$ cat src/rtl/icv_pkg.sv
package icv_pkg;
  localparam int WORD_W = 32;

  typedef enum logic [2:0] {
    ST_IDLE,
    ST_RREQ,
    ST_RRSP,
    ST_WR,
    ST_FIN
  } icv_state_e;

  // wrap-around accumulation: carries out of the top bit are dropped
  function automatic logic [WORD_W-1:0] wrap_add(input logic [WORD_W-1:0] a,
                                                 input logic [WORD_W-1:0] b);
    return a + b;
  endfunction

  function automatic logic is_zero_sum(input logic [WORD_W-1:0] s);
    return s == '0;
  endfunction
endpackage

$ cat src/rtl/icv_index_ctr.sv
module icv_index_ctr #(
  parameter int LEN_W = 16
) (
  input  logic             clk,
  input  logic             rst_n,
  input  logic             clr,
  input  logic             step,
  input  logic [LEN_W-1:0] len,
  output logic [LEN_W-1:0] idx,
  output logic             last
);
  logic [LEN_W-1:0] idx_q;

  always_ff @(posedge clk or negedge rst_n) begin
    if (!rst_n)    idx_q <= '0;
    else if (clr)  idx_q <= '0;
    else if (step) idx_q <= idx_q + 1'b1;
  end

  assign idx  = idx_q;
  assign last = (idx_q + 1'b1) == len;

  // the word index never runs past the image length
  a_r2_idx_bound: assert property (@(posedge clk) disable iff (!rst_n)
    idx_q <= len);
endmodule

$ cat src/rtl/icv_sum_acc.sv
module icv_sum_acc
  import icv_pkg::*;
(
  input  logic              clk,
  input  logic              rst_n,
  input  logic              clr,
  input  logic              add_en,
  input  logic [WORD_W-1:0] word,
  output logic [WORD_W-1:0] sum,
  output logic              zero
);
  logic [WORD_W-1:0] sum_q;

  always_ff @(posedge clk or negedge rst_n) begin
    if (!rst_n)      sum_q <= '0;
    else if (clr)    sum_q <= '0;
    else if (add_en) sum_q <= wrap_add(sum_q, word);
  end

  assign sum  = sum_q;
  assign zero = is_zero_sum(sum_q);

  // every run starts from an empty sum
  a_r1_sum_cleared: assert property (@(posedge clk) disable iff (!rst_n)
    clr |=> sum_q == '0);
endmodule

$ cat src/rtl/icv_word_hold.sv
module icv_word_hold
  import icv_pkg::*;
(
  input  logic              clk,
  input  logic              rst_n,
  input  logic              load,
  input  logic [WORD_W-1:0] din,
  output logic [WORD_W-1:0] dout
);
  always_ff @(posedge clk or negedge rst_n) begin
    if (!rst_n)    dout <= '0;
    else if (load) dout <= din;
  end
endmodule

$ cat src/rtl/image_copy_verifier.sv
module image_copy_verifier
  import icv_pkg::*;
#(
  parameter int               ADDR_W    = 16,
  parameter int               LEN_W     = 16,
  parameter int               ERR_W     = 8,
  parameter logic [ERR_W-1:0] FAIL_CODE = 8'hE1
) (
  input  logic              clk,
  input  logic              rst_n,
  input  logic              start,
  input  logic              verify_only,
  input  logic [ADDR_W-1:0] src_base,
  input  logic [ADDR_W-1:0] dst_base,
  input  logic [LEN_W-1:0]  len_words,
  output logic              busy,
  output logic              done,
  output logic              pass,
  output logic [ERR_W-1:0]  err_code,
  output logic              rd_valid,
  input  logic              rd_ready,
  output logic [ADDR_W-1:0] rd_addr,
  input  logic              rd_data_valid,
  output logic              rd_data_ready,
  input  logic [WORD_W-1:0] rd_data,
  output logic              wr_valid,
  input  logic              wr_ready,
  output logic [ADDR_W-1:0] wr_addr,
  output logic [WORD_W-1:0] wr_data
);
  icv_state_e st, st_n;

  logic [ADDR_W-1:0] src_q, dst_q;
  logic [LEN_W-1:0]  len_q;
  logic              verify_q;

  // named internal events
  logic              accept;
  logic              accept_empty;
  logic              beat_in;
  logic              step;
  logic              last;
  logic              sum_zero;
  logic [LEN_W-1:0]  idx;
  logic [WORD_W-1:0] sum;
  logic [WORD_W-1:0] held;

  assign accept       = (st == ST_IDLE) && start;
  assign accept_empty = accept && (len_words == '0);
  assign beat_in      = (st == ST_RRSP) && rd_data_valid;
  assign step         = ((st == ST_WR) && wr_ready) || (beat_in && verify_q);

  always_comb begin
    st_n = st;
    case (st)
      ST_IDLE: if (accept && !accept_empty) st_n = ST_RREQ;
      ST_RREQ: if (rd_ready) st_n = ST_RRSP;
      ST_RRSP: if (rd_data_valid) begin
        if (!verify_q)  st_n = ST_WR;
        else if (last)  st_n = ST_FIN;
        else            st_n = ST_RREQ;
      end
      ST_WR:   if (wr_ready) st_n = last ? ST_FIN : ST_RREQ;
      ST_FIN:  st_n = ST_IDLE;
      default: st_n = ST_IDLE;
    endcase
  end

  always_ff @(posedge clk or negedge rst_n) begin
    if (!rst_n) begin
      st       <= ST_IDLE;
      src_q    <= '0;
      dst_q    <= '0;
      len_q    <= '0;
      verify_q <= 1'b0;
    end else begin
      st <= st_n;
      if (accept) begin
        src_q    <= src_base;
        dst_q    <= dst_base;
        len_q    <= len_words;
        verify_q <= verify_only;
      end
    end
  end

  always_ff @(posedge clk or negedge rst_n) begin
    if (!rst_n) begin
      done     <= 1'b0;
      pass     <= 1'b0;
      err_code <= '0;
    end else begin
      done <= 1'b0;
      if (accept_empty) begin
        done     <= 1'b1;
        pass     <= 1'b1;
        err_code <= '0;
      end else if (accept) begin
        pass     <= 1'b0;
        err_code <= '0;
      end else if (st == ST_FIN) begin
        done     <= 1'b1;
        pass     <= sum_zero;
        err_code <= sum_zero ? '0 : FAIL_CODE;
      end
    end
  end

  icv_index_ctr #(.LEN_W(LEN_W)) u_idx (
    .clk  (clk),
    .rst_n(rst_n),
    .clr  (accept),
    .step (step),
    .len  (len_q),
    .idx  (idx),
    .last (last)
  );

  icv_sum_acc u_acc (
    .clk   (clk),
    .rst_n (rst_n),
    .clr   (accept),
    .add_en(beat_in),
    .word  (rd_data),
    .sum   (sum),
    .zero  (sum_zero)
  );

  icv_word_hold u_hold (
    .clk  (clk),
    .rst_n(rst_n),
    .load (beat_in),
    .din  (rd_data),
    .dout (held)
  );

  assign busy          = (st != ST_IDLE);
  assign rd_valid      = (st == ST_RREQ);
  assign rd_data_ready = (st == ST_RRSP);
  assign wr_valid      = (st == ST_WR);
  assign rd_addr       = src_q + ADDR_W'(idx);
  assign wr_addr       = dst_q + ADDR_W'(idx);
  assign wr_data       = held;

  // a stalled read request holds its address
  a_r3_rd_hold: assert property (@(posedge clk) disable iff (!rst_n)
    rd_valid && !rd_ready |=> rd_valid && $stable(rd_addr));
  // a stalled write holds its address and data
  a_r3_wr_hold: assert property (@(posedge clk) disable iff (!rst_n)
    wr_valid && !wr_ready |=> wr_valid && $stable(wr_addr) && $stable(wr_data));
  // completion is a single-cycle pulse
  a_r4_done_pulse: assert property (@(posedge clk) disable iff (!rst_n)
    done |=> !done);
  // the error code agrees with the verdict
  a_r1_code_pass: assert property (@(posedge clk) disable iff (!rst_n)
    done && pass |-> err_code == '0);
  a_r1_code_fail: assert property (@(posedge clk) disable iff (!rst_n)
    done && !pass |-> err_code == FAIL_CODE);
  // a start during a run leaves the captured job untouched
  a_r6_start_ignored: assert property (@(posedge clk) disable iff (!rst_n)
    busy && start |=> $stable(len_q) && $stable(src_q) && $stable(verify_q));
  // verify-only runs never write
  a_r7_no_write: assert property (@(posedge clk) disable iff (!rst_n)
    busy && verify_q |-> !wr_valid);
  // busy has dropped by the time done is shown
  a_r8_busy_done: assert property (@(posedge clk) disable iff (!rst_n)
    done |-> !busy);
  // at most one memory channel is active at a time
  a_r2_one_channel: assert property (@(posedge clk) disable iff (!rst_n)
    $onehot0({rd_valid, rd_data_ready, wr_valid}));
endmodule

$ cat config.mk
export PLATFORM = sky130hd
export DESIGN_NAME = image_copy_verifier
export DESIGN_NICKNAME = d
export VERILOG_FILES = /design/src/rtl/icv_pkg.sv /design/src/rtl/icv_index_ctr.sv /design/src/rtl/icv_sum_acc.sv /design/src/rtl/icv_word_hold.sv /design/src/rtl/image_copy_verifier.sv
export SDC_FILE = /design/constraint.sdc
export NUM_CORES = 1
export LEC_CHECK = 0
export CORE_MARGIN = 4
export CORE_UTILIZATION = 65
export DETAILED_ROUTE_END_ITERATION = 8
export DONT_BUFFER_PORTS = 1
export GPL_ROUTABILITY_DRIVEN = 0
export PLACE_DENSITY = 0.88
export RECOVER_POWER = 50
export SYNTH_ARGS = -nofsm -noshare
export SYNTH_HDL_FRONTEND = slang
export SYNTH_SLANG_ARGS = --single-unit
$ cat constraint.sdc
create_clock -name clk -period 8.8 [get_ports clk]
set_input_delay 1.32 -clock clk [delete_from_list [all_inputs] [get_ports clk]]
set_output_delay 1.32 -clock clk [all_outputs]
set_load 0.005 [all_outputs]
==> impl_metrics.ini <==
[synth]
synthFlopType = dfrtp_1
synth_seq_area_share_pct = 39.2
yosysUniqueCellTypes = 68
yosysWarnings = 0
ys_async_sr_fraction_pct = 100
avgSynthCellArea_um2 = 8.48
netlist_instances = 1015
syn_area_um2 = 8610
yosys_register_bits = 135
synth-edff-count = 0

[timing]
setup_tns_ns = 0
period_share_pct = 53.7
setup_ws_ns = 4.07
finalSetupViolations = 0
hold_violations = 0
finalCriticalPeriod_ns = 4.73
fmax_ghz = 0.211
rsz0062_at_grt = no
fin_skew_ns = 0.00813
timing.slew.headroom_pct = -85.2
hold_slack_ns = 0.482
slew_violations = 124
tightest_slew_ns = 2.78

[drt]
drtIter0Drc = 415
wl_per_cell_um = 18.0
via_per_inst = 6.09
ant_nets = 0
firstDrtPassIters = 5
vias = 7193
routed_wirelength_um = 21200
drcViolationCount = 0

[layout]
diodes = 0
nets = 1149
drive_above_1_share_pct = 6.04
area.growth.synth_to_final_pct = 7.68

[floorplan]
die-area_um2 = 15100
io_pins = 165
start_util_pct = 67.4
core_area_um2 = 12800
num_rows = 41
die_y_um = 123
die_x_um = 123

[job]
cap_violations = 2

[cts]
cts_hold_buf = 0
cts_max_path_buffers = 2
cts_tree = yes
post_cts_buffers = 0
cts_resized = 0
clockRootBuffer = clkbuf_16
cts.clk_slew.worst_paths_ns = 0.06
cts_buffers = 17
insertion_delay_ns = 0.43
clock-sinks = 135
h-tree-depth = 4

[grt]
antenna_found_initial = 0
gr-usage-all-layers_pct = 28.9
overflow = 0
grt_max_degree = 136
grt_pass1_vias = 7062
grt_pass1_wl_um = 34300

[min_path]
hold_path_class = flop to flop

[worst_setup_path]
crit_top_cell = a21boi_1
crit_type = flop to primary output
startpoint_type = flop
cpPeakStageDelay_ns = 0.47
slowest_stage = dfrtp_1
crit_fanout = 7
cp.arrival_ns = 3.41
path_cells = ha_1 -> inv_1 -> fa_1 -> nor2b_1 -> o21ai_1 -> a21boi_1 -> o21ai_2 -> a21boi_1 -> o2111ai_1 -> nand3_1 -> or4_1 -> a2111o_1 -> o211ai_1
crit_required_ns = 7.48
end_kind = primary output
crit_family = compound AO/OA/AOI/OAI gates
cp_num_buf_inv = 1

[placed_design]
hpwl_um = 14900
dp_worst_setup_slack_ns = 4.58
io_buffers = 0

[pwr]
p_leak_uw = 0.00461
power_density_nw_per_um2 = 338
max-vdd-ir-drop_v = 0.000183

[outcome]
violations = capacitance limit, slew limit
status = complete, but fails checks
[final cells by class]
class	instances	area, um^2
inverters	26	97.6
clock buffers	19	443
clock inverters	13	150
well taps	172	215
fillers	958	3510
multi-input cells	813	4960
flip-flops and latches	135	3380
repair buffers	4	26.3
[worst min-delay path, cell delays in order (launching register included)]
cell and delay [ns]:
dfrtp_1 0.34, nand2_1 0.05, nand2_1 0.06
[kinds of logic after synthesis]
kind of cell | synth area share (%)
buffers and inverters | 3.39
muxes | 0.349
xor gates and xnor gates | 7.53
other | 0.0436
and+or+nand+nor | 22.2
adders and majority gates | 9.71
DFF | 39.2
AOI/OAI and AO/OA | 17.5
[through the flow]
stage	cell area, um^2	std cells	power (uW)	utilization [%]
final	9270	1182	3130	72.6
after floorplan	8620	1018	2100	-
after global routing	9270	1182	3370	72.6
after global placement	8680	1150	2350	68.0
after detailed placement	8680	1150	2400	68.0
after CTS	9270	1182	3130	72.6
[routing by layer]
layer	part of all wire, %	track usage (%)
met1	40	34.0
met2	50	50.3
met3	7.0	8.14
met4	3.1	10.7
met5	0	0
[path summary, 6_finish.rpt]
kind	end	slack, ns	start	depth (start not counted)
setup reg to reg	u_idx.idx[5]	4.44	st[2]	7
min in group asynchronous	u_hold.dout[11]	0.59	rst_n	0
setup / recovery	wr_addr[14]	4.07	u_idx.idx[0]	13
hold reg to reg	dst_q[0]	0.48	dst_q[0]	2
max in group asynchronous	u_acc.sum[12]	7.96	rst_n	0
hold / removal	dst_q[0]	0.48	dst_q[0]	2
[cell usage after synthesis, types with 7 or more instances]
cell type | number | area, um^2
o21ai_0 | 68 | 340
and3_1 | 8 | 50.1
clkbuf_1 | 30 | 113
xnor2_1 | 48 | 420
a31oi_1 | 9 | 56.3
and2_1 | 9 | 56.3
nor2_1 | 46 | 173
nor2b_1 | 8 | 50.1
buf_4 | 7 | 52.6
a21o_1 | 28 | 210
nor4_1 | 14 | 87.6
ha_1 | 62 | 776
o31ai_1 | 10 | 75.1
nor3_1 | 13 | 65.1
nand4_1 | 7 | 43.8
dfrtp_1 | 135 | 3380
o21a_1 | 8 | 60.1
o21ai_1 | 10 | 50.1
nand2_1 | 294 | 1100
inv_1 | 26 | 97.6
a21oi_1 | 40 | 200
xor2_1 | 26 | 228
nand3_1 | 17 | 85.1
[where the power goes]
group	switching, uW	leakage [uW]	internal [uW]
Combinational	791	0.00259	558
Sequential	213	0.00173	862
Clock	281	0.000284	427
[registers in the layout (all words and copies together), names as in the netlist]
signal       cells
done             1
u_idx.idx       16
st               3
pass             1
err_code         1
len_q           16
u_hold.dout     32
dst_q           16
u_acc.sum       32
verify_q         1
src_q           16
[layout by cell type, fill, tap and decap left out, types with 9 or more instances in the layout]
master,count
o21ai_0,68
clkbuf_16,17
xor2_1,26
nor4_1,14
dfrtp_1,135
nor3_1,13
o21ai_1,10
a21oi_1,40
nor2_1,44
a21o_1,28
xnor2_1,48
nand3_1,17
ha_1,62
nand2_1,293
o31ai_1,10
inv_1,26
a31oi_1,9
No activity file was read; power rests on OpenSTA's default activity.
